## src/rtl/mc16_pkg.sv

```systemverilog
package mc16_pkg;

   // opcode values (bits 15:12 of the instruction word)
   localparam logic [3:0] OPC_BRANCH = 4'd0;
   localparam logic [3:0] OPC_ADD    = 4'd1;
   localparam logic [3:0] OPC_LDPC   = 4'd2;
   localparam logic [3:0] OPC_STPC   = 4'd3;
   localparam logic [3:0] OPC_CALL   = 4'd4;
   localparam logic [3:0] OPC_AND    = 4'd5;
   localparam logic [3:0] OPC_LDB    = 4'd6;
   localparam logic [3:0] OPC_STB    = 4'd7;
   localparam logic [3:0] OPC_NOT    = 4'd9;
   localparam logic [3:0] OPC_JUMP   = 4'd12;
   localparam logic [3:0] OPC_ADDR   = 4'd14;
   localparam logic [3:0] OPC_TRAP   = 4'd15;

   typedef enum logic [2:0] {
      ST_FETCH, ST_LATCH, ST_EXEC, ST_LOADWB, ST_HALT
   } core_state_e;

   typedef enum logic [1:0] {
      ALU_SUM, ALU_AND, ALU_INV
   } alu_sel_e;

   typedef struct packed {
      logic n;
      logic z;
      logic c;
      logic v;
   } cc_flags_t;

endpackage

```

## src/rtl/mc16_decode.sv

```systemverilog
module mc16_decode
   import mc16_pkg::*;
#(
   parameter int XLEN = 16
) (
   input  logic [XLEN-1:0] instr,
   output logic [3:0]      opc,
   output logic [2:0]      fld_d,
   output logic [2:0]      fld_a,
   output logic [2:0]      fld_b,
   output logic            use_imm,
   output logic            call_rel,
   output logic [4:0]      vector,
   output logic [XLEN-1:0] sx5,
   output logic [XLEN-1:0] sx6,
   output logic [XLEN-1:0] sx9,
   output logic [XLEN-1:0] sx11
);
   assign opc      = instr[15:12];
   assign fld_d    = instr[11:9];
   assign fld_a    = instr[8:6];
   assign fld_b    = instr[2:0];
   assign use_imm  = instr[5];
   assign call_rel = instr[11];
   assign vector   = instr[4:0];
   assign sx5      = {{(XLEN-5){instr[4]}},   instr[4:0]};
   assign sx6      = {{(XLEN-6){instr[5]}},   instr[5:0]};
   assign sx9      = {{(XLEN-9){instr[8]}},   instr[8:0]};
   assign sx11     = {{(XLEN-11){instr[10]}}, instr[10:0]};
endmodule

```

## src/rtl/mc16_regfile.sv

```systemverilog
module mc16_regfile #(
   parameter int XLEN  = 16,
   parameter int NREGS = 8,
   localparam int AW   = $clog2(NREGS)
) (
   input  logic            clk,
   input  logic            rst_n,
   input  logic            wr_en,
   input  logic [AW-1:0]   wr_idx,
   input  logic [XLEN-1:0] wr_val,
   input  logic [AW-1:0]   rd_idx_a,
   input  logic [AW-1:0]   rd_idx_b,
   output logic [XLEN-1:0] rd_val_a,
   output logic [XLEN-1:0] rd_val_b
);
   logic [XLEN-1:0] bank [NREGS];

   for (genvar g = 0; g < NREGS; g++) begin : g_reg
      logic [XLEN-1:0] q;
      always_ff @(posedge clk or negedge rst_n) begin
         if (!rst_n)
            q <= '0;
         else if (wr_en && wr_idx == AW'(g))
            q <= wr_val;
      end
      assign bank[g] = q;
   end

   assign rd_val_a = bank[rd_idx_a];
   assign rd_val_b = bank[rd_idx_b];
endmodule

```

## src/rtl/mc16_alu.sv

```systemverilog
module mc16_alu
   import mc16_pkg::*;
#(
   parameter int XLEN = 16
) (
   input  alu_sel_e        sel,
   input  logic [XLEN-1:0] opa,
   input  logic [XLEN-1:0] opb,
   output logic [XLEN-1:0] res,
   output cc_flags_t       cc
);
   localparam int MSB = XLEN - 1;
   logic [XLEN:0] wide;

   assign wide = {1'b0, opa} + {1'b0, opb};

   always_comb begin
      cc = '0;
      unique case (sel)
         ALU_SUM: begin
            res  = wide[MSB:0];
            cc.c = wide[XLEN];
            cc.v = (opa[MSB] == opb[MSB]) && (res[MSB] != opa[MSB]);
         end
         ALU_AND: res = opa & opb;
         default: res = ~opa;
      endcase
      cc.n = res[MSB];
      cc.z = (res == '0);
   end
endmodule

```

## src/rtl/mc16_cond.sv

```systemverilog
module mc16_cond
   import mc16_pkg::*;
(
   input  logic [2:0] code,
   input  cc_flags_t  cc,
   output logic       take
);
   always_comb begin
      unique case (code)
         3'd0: take = cc.z;
         3'd1: take = !cc.z;
         3'd2: take = cc.n;
         3'd3: take = (cc.n == cc.z);
         3'd4: take = (cc.n != cc.v);
         3'd5: take = (cc.n == cc.v) && !cc.z;
         3'd6: take = cc.c;
         default: take = 1'b1;
      endcase
   end
endmodule

```

## src/rtl/mc16_core.sv

```systemverilog
module mc16_core
   import mc16_pkg::*;
#(
   parameter int              XLEN     = 16,
   parameter int              NREGS    = 8,
   parameter int              LINK_REG = 7,
   parameter logic [XLEN-1:0] LF_CODE  = 'h000A
) (
   input  logic            clk,
   input  logic            rst_n,
   output logic [XLEN-1:0] mem_addr,
   output logic            mem_we,
   output logic [XLEN-1:0] mem_wdata,
   input  logic [XLEN-1:0] mem_rdata,
   output logic            out_strobe,
   output logic            out_kind,
   output logic [XLEN-1:0] out_data,
   output logic            halted
);
   localparam int AW = $clog2(NREGS);

   if (XLEN != 16) begin : g_bad_xlen
      $error("mc16_core: instruction encoding fixes XLEN at 16");
   end
   if (NREGS != 8) begin : g_bad_nregs
      $error("mc16_core: register fields are 3 bits, NREGS must be 8");
   end
   if (LINK_REG < 0 || LINK_REG >= NREGS) begin : g_bad_link
      $error("mc16_core: LINK_REG out of range");
   end

   core_state_e     state;
   logic [XLEN-1:0] pc, ir;
   cc_flags_t       flags;

   logic [3:0]      opc;
   logic [2:0]      fld_d, fld_a, fld_b;
   logic            use_imm, call_rel;
   logic [4:0]      vector;
   logic [XLEN-1:0] sx5, sx6, sx9, sx11;

   mc16_decode #(.XLEN(XLEN)) u_dec (
      .instr(ir), .opc(opc), .fld_d(fld_d), .fld_a(fld_a), .fld_b(fld_b),
      .use_imm(use_imm), .call_rel(call_rel), .vector(vector),
      .sx5(sx5), .sx6(sx6), .sx9(sx9), .sx11(sx11)
   );

   logic            rf_we;
   logic [AW-1:0]   rf_widx, idx_b;
   logic [XLEN-1:0] rf_wval, val_a, val_b;

   assign idx_b = (opc == OPC_STPC || opc == OPC_STB || opc == OPC_TRAP)
                  ? AW'(fld_d) : AW'(fld_b);

   mc16_regfile #(.XLEN(XLEN), .NREGS(NREGS)) u_rf (
      .clk(clk), .rst_n(rst_n), .wr_en(rf_we), .wr_idx(rf_widx),
      .wr_val(rf_wval), .rd_idx_a(AW'(fld_a)), .rd_idx_b(idx_b),
      .rd_val_a(val_a), .rd_val_b(val_b)
   );

   alu_sel_e        alu_sel;
   logic [XLEN-1:0] alu_res;
   cc_flags_t       alu_cc;

   assign alu_sel = (opc == OPC_ADD) ? ALU_SUM :
                    (opc == OPC_AND) ? ALU_AND : ALU_INV;

   mc16_alu #(.XLEN(XLEN)) u_alu (
      .sel(alu_sel), .opa(val_a), .opb(use_imm ? sx5 : val_b),
      .res(alu_res), .cc(alu_cc)
   );

   logic br_take;
   mc16_cond u_cond (.code(fld_d), .cc(flags), .take(br_take));

   logic [XLEN-1:0] ea_pc, ea_base;
   assign ea_pc   = pc + sx9;
   assign ea_base = val_a + sx6;

   // memory port and register write-back, decided by state
   always_comb begin
      mem_addr  = pc;
      mem_we    = 1'b0;
      mem_wdata = val_b;
      rf_we     = 1'b0;
      rf_widx   = AW'(fld_d);
      rf_wval   = alu_res;
      if (state == ST_EXEC) begin
         unique case (opc)
            OPC_ADD, OPC_AND, OPC_NOT: rf_we = 1'b1;
            OPC_ADDR: begin rf_we = 1'b1; rf_wval = ea_pc; end
            OPC_CALL: begin
               rf_we   = 1'b1;
               rf_widx = AW'(LINK_REG);
               rf_wval = pc;
            end
            OPC_LDPC: mem_addr = ea_pc;
            OPC_LDB:  mem_addr = ea_base;
            OPC_STPC: begin mem_addr = ea_pc;   mem_we = 1'b1; end
            OPC_STB:  begin mem_addr = ea_base; mem_we = 1'b1; end
            default: ;
         endcase
      end else if (state == ST_LOADWB) begin
         rf_we   = 1'b1;
         rf_wval = mem_rdata;
      end
   end

   always_ff @(posedge clk or negedge rst_n) begin
      if (!rst_n) begin
         state      <= ST_FETCH;
         pc         <= '0;
         ir         <= '0;
         flags      <= '0;
         out_strobe <= 1'b0;
         out_kind   <= 1'b0;
         out_data   <= '0;
      end else begin
         out_strobe <= 1'b0;
         unique case (state)
            ST_FETCH: state <= ST_LATCH;
            ST_LATCH: begin
               ir    <= mem_rdata;
               pc    <= pc + XLEN'(1);
               state <= ST_EXEC;
            end
            ST_EXEC: begin
               state <= ST_FETCH;
               unique case (opc)
                  OPC_BRANCH: if (br_take) pc <= ea_pc;
                  OPC_ADD:    flags <= alu_cc;
                  OPC_AND, OPC_NOT: begin
                     flags.n <= alu_cc.n;
                     flags.z <= alu_cc.z;
                  end
                  OPC_CALL:   pc <= call_rel ? pc + sx11 : ea_base;
                  OPC_JUMP:   pc <= ea_base;
                  OPC_LDPC, OPC_LDB: state <= ST_LOADWB;
                  OPC_TRAP: begin
                     if (vector == 5'd0) begin
                        state <= ST_HALT;
                     end else if (vector == 5'd1) begin
                        out_strobe <= 1'b1;
                        out_kind   <= 1'b0;
                        out_data   <= LF_CODE;
                     end else if (vector == 5'd2) begin
                        out_strobe <= 1'b1;
                        out_kind   <= 1'b1;
                        out_data   <= val_b;
                     end
                  end
                  default: ;
               endcase
            end
            ST_LOADWB: state <= ST_FETCH;
            default:   state <= ST_HALT;
         endcase
      end
   end

   assign halted = (state == ST_HALT);
endmodule

```

## config.mk

```make
export PLATFORM = sky130hd
export DESIGN_NAME = mc16_core
export DESIGN_NICKNAME = d
export VERILOG_FILES = /design/src/rtl/mc16_pkg.sv /design/src/rtl/mc16_decode.sv /design/src/rtl/mc16_regfile.sv /design/src/rtl/mc16_alu.sv /design/src/rtl/mc16_cond.sv /design/src/rtl/mc16_core.sv
export SDC_FILE = /design/constraint.sdc
export NUM_CORES = 1
export LEC_CHECK = 0
export BUFFER_PORTS_ARGS = -buffer_cell sky130_fd_sc_hd__buf_2
export CAP_MARGIN = 25
export CORE_ASPECT_RATIO = 0.75
export CORE_MARGIN = 2
export CORE_UTILIZATION = 55
export CTS_CLUSTER_DIAMETER = 30
export DETAILED_ROUTE_END_ITERATION = 12
export GPL_TIMING_DRIVEN = 0
export HOLD_SLACK_MARGIN = 0.15
export PLACE_DENSITY = 0.75
export SLEW_MARGIN = 30
export SYNTH_ARGS = -nofsm -noshare
export SYNTH_HDL_FRONTEND = slang
export SYNTH_HIERARCHICAL = 1
export SYNTH_SLANG_ARGS = --single-unit
export TNS_END_PERCENT = 100
```

## constraint.sdc

```tcl
create_clock -name clk -period 5.4 [get_ports clk]
set_input_delay 0.54 -clock clk [delete_from_list [all_inputs] [get_ports clk]]
set_output_delay 0.54 -clock clk [all_outputs]
set_load 0.02 [all_outputs]
```

==> results.sh <==
export IMPL_status="finished, violations left"
export IMPL_violations="negative setup slack"
export IMPL_period_minus_slack_ns=5.42
export IMPL_slew_viol_final=0
export IMPL_synth_area_um2=15200
export IMPL_path_class="flip-flop to flip-flop"
export IMPL_syn_num_nets=1588
export IMPL_yosysMostFrequentCell="dfrtp_1"
export IMPL_critPathLaunchType="flip-flop"
export IMPL_place_ws_ns=-1.43
export IMPL_async_flop_share_pct=100
export IMPL_crit_path_max_fanout=10
export IMPL_place_detailed_hpwl_um=35800
export IMPL_skew_ns=0.0168
export IMPL_fin_tns_setup_ns=-0.0235
export IMPL_place_area_um2=16100
export IMPL_crit_required_ns=5.79
export IMPL_ys_top_cells_by_area="dfrtp_1, mux2_2, mux4_1"
export IMPL_initial_utilization_pct=56.2
export IMPL_grt_pass1_vias=12200
export IMPL_viasPerCell=6.66
export IMPL_clkTransAtPathRegs_ns=0.07
export IMPL_cts_max_level=4
export IMPL_max_slew_worst_pin_slew_ns=0.879
export IMPL_portBuffers=69
export IMPL_synth_edf_count=0
export IMPL_track_usage_pct=33.4
export IMPL_setup_violations=2
export IMPL_synth_top_area_cell="dfrtp_1"
export IMPL_finalCritPeriodShare_pct=100
export IMPL_cap_violations=0
export IMPL_diodes=0
export IMPL_cts_inserted_buffers=17
export IMPL_ys_types=95
export IMPL_hold_class="input pin to flip-flop"
export IMPL_drtAntennaViolNets=0
export IMPL_die_w_um=196
export IMPL_grt_pass1_wl_um=72800
export IMPL_syn_inst=1504
export IMPL_final_net_count=1701
export IMPL_yosys_top_cells_count="dfrtp_1, mux2_2, nand2_1, a21oi_1, buf_4"
export IMPL_cts_tree="done"
export IMPL_wl_per_cell_um=24.6
export IMPL_synth_seq_cells=185
export IMPL_synth_area_per_cell_um2=10.1
export IMPL_crit_arrival_ns=5.81
export IMPL_num_vias=13200
export IMPL_dieArea_um2=29000
export IMPL_drt_wl_total_um=48700
export IMPL_drive_gt1_share_pct=32.4
export IMPL_grt_ovfl_total=0
export IMPL_antenna_found_initial=1
export IMPL_fmax_mhz=184
export IMPL_fin_ws_ns=-0.0213
export IMPL_drc=0
export IMPL_rsz0062_at_grt="true"
export IMPL_first_pass_iters=5
export IMPL_clk_latency_ns=0.46
export IMPL_io_pins=70
export IMPL_yosysSeqAreaShare_pct=30.4
export IMPL_cts_sinks=185
export IMPL_syn_to_final_growth_pct=13.4
export IMPL_drtIter0Drc=1734
export IMPL_ys_warn_count=6
export IMPL_slew_headroom_pct=41.2
export IMPL_grt_max_degree=79
export IMPL_core_um2=27100
export IMPL_synth_top_area_share_pct=30.4
export IMPL_root_buffer="clkbuf_16"
export IMPL_synth_ff_type="dfrtp_1"
export IMPL_die_h_um=148
export IMPL_rows=52
export IMPL_place_congestion=1.01
export IMPL_finalHoldViolCount=0
export IMPL_fill_cells=2208
export IMPL_cp_end_kind="flip-flop"
export IMPL_final_cells=1981
export IMPL_cts_buffer_depth=2
export IMPL_finalInstanceArea_um2=17300
export IMPL_placedCellCount=1926
layout make-up:
| type | count | area [µm²] | share of cell area [%] |
|---|---|---|---|
| Sequential cell | 185 | 4640 | 26.9 |
| Buffer | 161 | 1090 | 6.35 |
| Timing Repair Buffer | 99 | 643 | 3.73 |
| Multi-Input combinational cell | 1121 | 9700 | 56.2 |
| Clock buffer | 17 | 425 | 2.47 |
| Tap cell | 351 | 439 | 2.55 |
| Inverter | 32 | 128 | 0.740 |
| Clock inverter | 15 | 185 | 1.07 |
flip-flops by register name, indices dropped and copies added, names as in the netlist:
name / cells
out_data: 16
flags: 4
out_strobe: 1
ir: 16
out_kind: 1
u_rf/g.q: 128
state: 3
pc: 16
per-stage QoR:
| step | utilization (%) | hold WS [ns] |
|---|---|---|
| after floorplan | - | 0.244 |
| after global placement | 59.1 | 0.445 |
| after detailed placement | 59.4 | 0.451 |
| after CTS | 62.8 | 0.306 |
| after global routing | 63.7 | 0.325 |
| final | 63.7 | 0.323 |
worst paths after layout:
| check | depth (start not counted) | to | slack, ns | from |
|---|---|---|---|---|
| max | 20 | flags[2]$_DFFE_PN0P_ | -0.02 | ir[14]$_DFFE_PN0P_ |
| min | 3 | ir[3]$_DFFE_PN0P_ | 0.32 | mem_rdata[3] |
| max reg2reg | 20 | flags[2]$_DFFE_PN0P_ | -0.02 | ir[14]$_DFFE_PN0P_ |
| min reg2reg | 2 | out_data[6]$_DFFE_PN0P_ | 0.46 | out_data[6]$_DFFE_PN0P_ |
| max in group asynchronous | 4 | u_rf/g_reg[2].q[2]$_DFFE_PN0P_ | 3.73 | rst_n |
| min in group asynchronous | 2 | pc[11]$_DFFE_PN0P_ | 0.58 | rst_n |
cell families (layout without fill, tap and decap cells):
kind of cell,count (synthesis),in the layout,synth area share (%)
AOI/OAI and AO/OA,356,356,15.5
xor gates and xnor gates,44,44,2.53
adders and majority gates,66,66,5.63
buffers and inverters,198,324,7.88
DFF,185,185,30.4
muxes,259,259,25.2
and+or+nand+nor,396,396,12.9
layer usage:
metal	routed length [µm]	vias to the layer above	track usage [%]
met2	20000	782	46.5
met3	6240	86	11.0
met5	0	-	0
met1	21600	6528	50.3
met4	841	0	6.97
li1	-	5794	-
what timing repair did:
action                     CTS  global route
pin swaps                   15            20
hold endpoints to repair    45             0
gates cloned                 0             0
setup buffers               19             8
gates resized for setup     58            40
hold buffers                 1             0
setup endpoints to repair  124            69
critical path, stage by stage, from the launching register on:
cell and delay, ns:
dfrtp_1 0.37, buf_6 0.16, inv_8 0.05, a21oi_4 0.15, mux2_4 0.40, buf_12 0.18
mux4_1 0.49, mux2_4 0.33, mux2_2 0.30, inv_2 0.07, fa_2 0.24, nor2b_4 0.05
o31a_1 0.32, o41a_4 0.41, a211oi_4 0.26, xor2_1 0.19, o21a_2 0.19, o2111ai_2 0.12
or4b_4 0.52, nor4_4 0.32, mux2_4 0.23
cells in the final DEF, fill, tap and decap left out, drive strengths merged, types with 12 or more instances in the layout:
master  count
nor2       73
a21oi      97
buf       225
o21ai      91
a31oi      18
nor3       24
o21a       13
xnor2      27
nand4      13
xor2       17
nand2     180
ha         62
and3       15
a221oi     18
dfrtp     185
mux2i      12
clkbuf     51
a21o       16
mux2      183
inv        38
a211oi     28
mux4       64
nand3      20
Power is not shown: default switching activity piles up to over one toggle a cycle in this logic, so the estimate is an artifact.
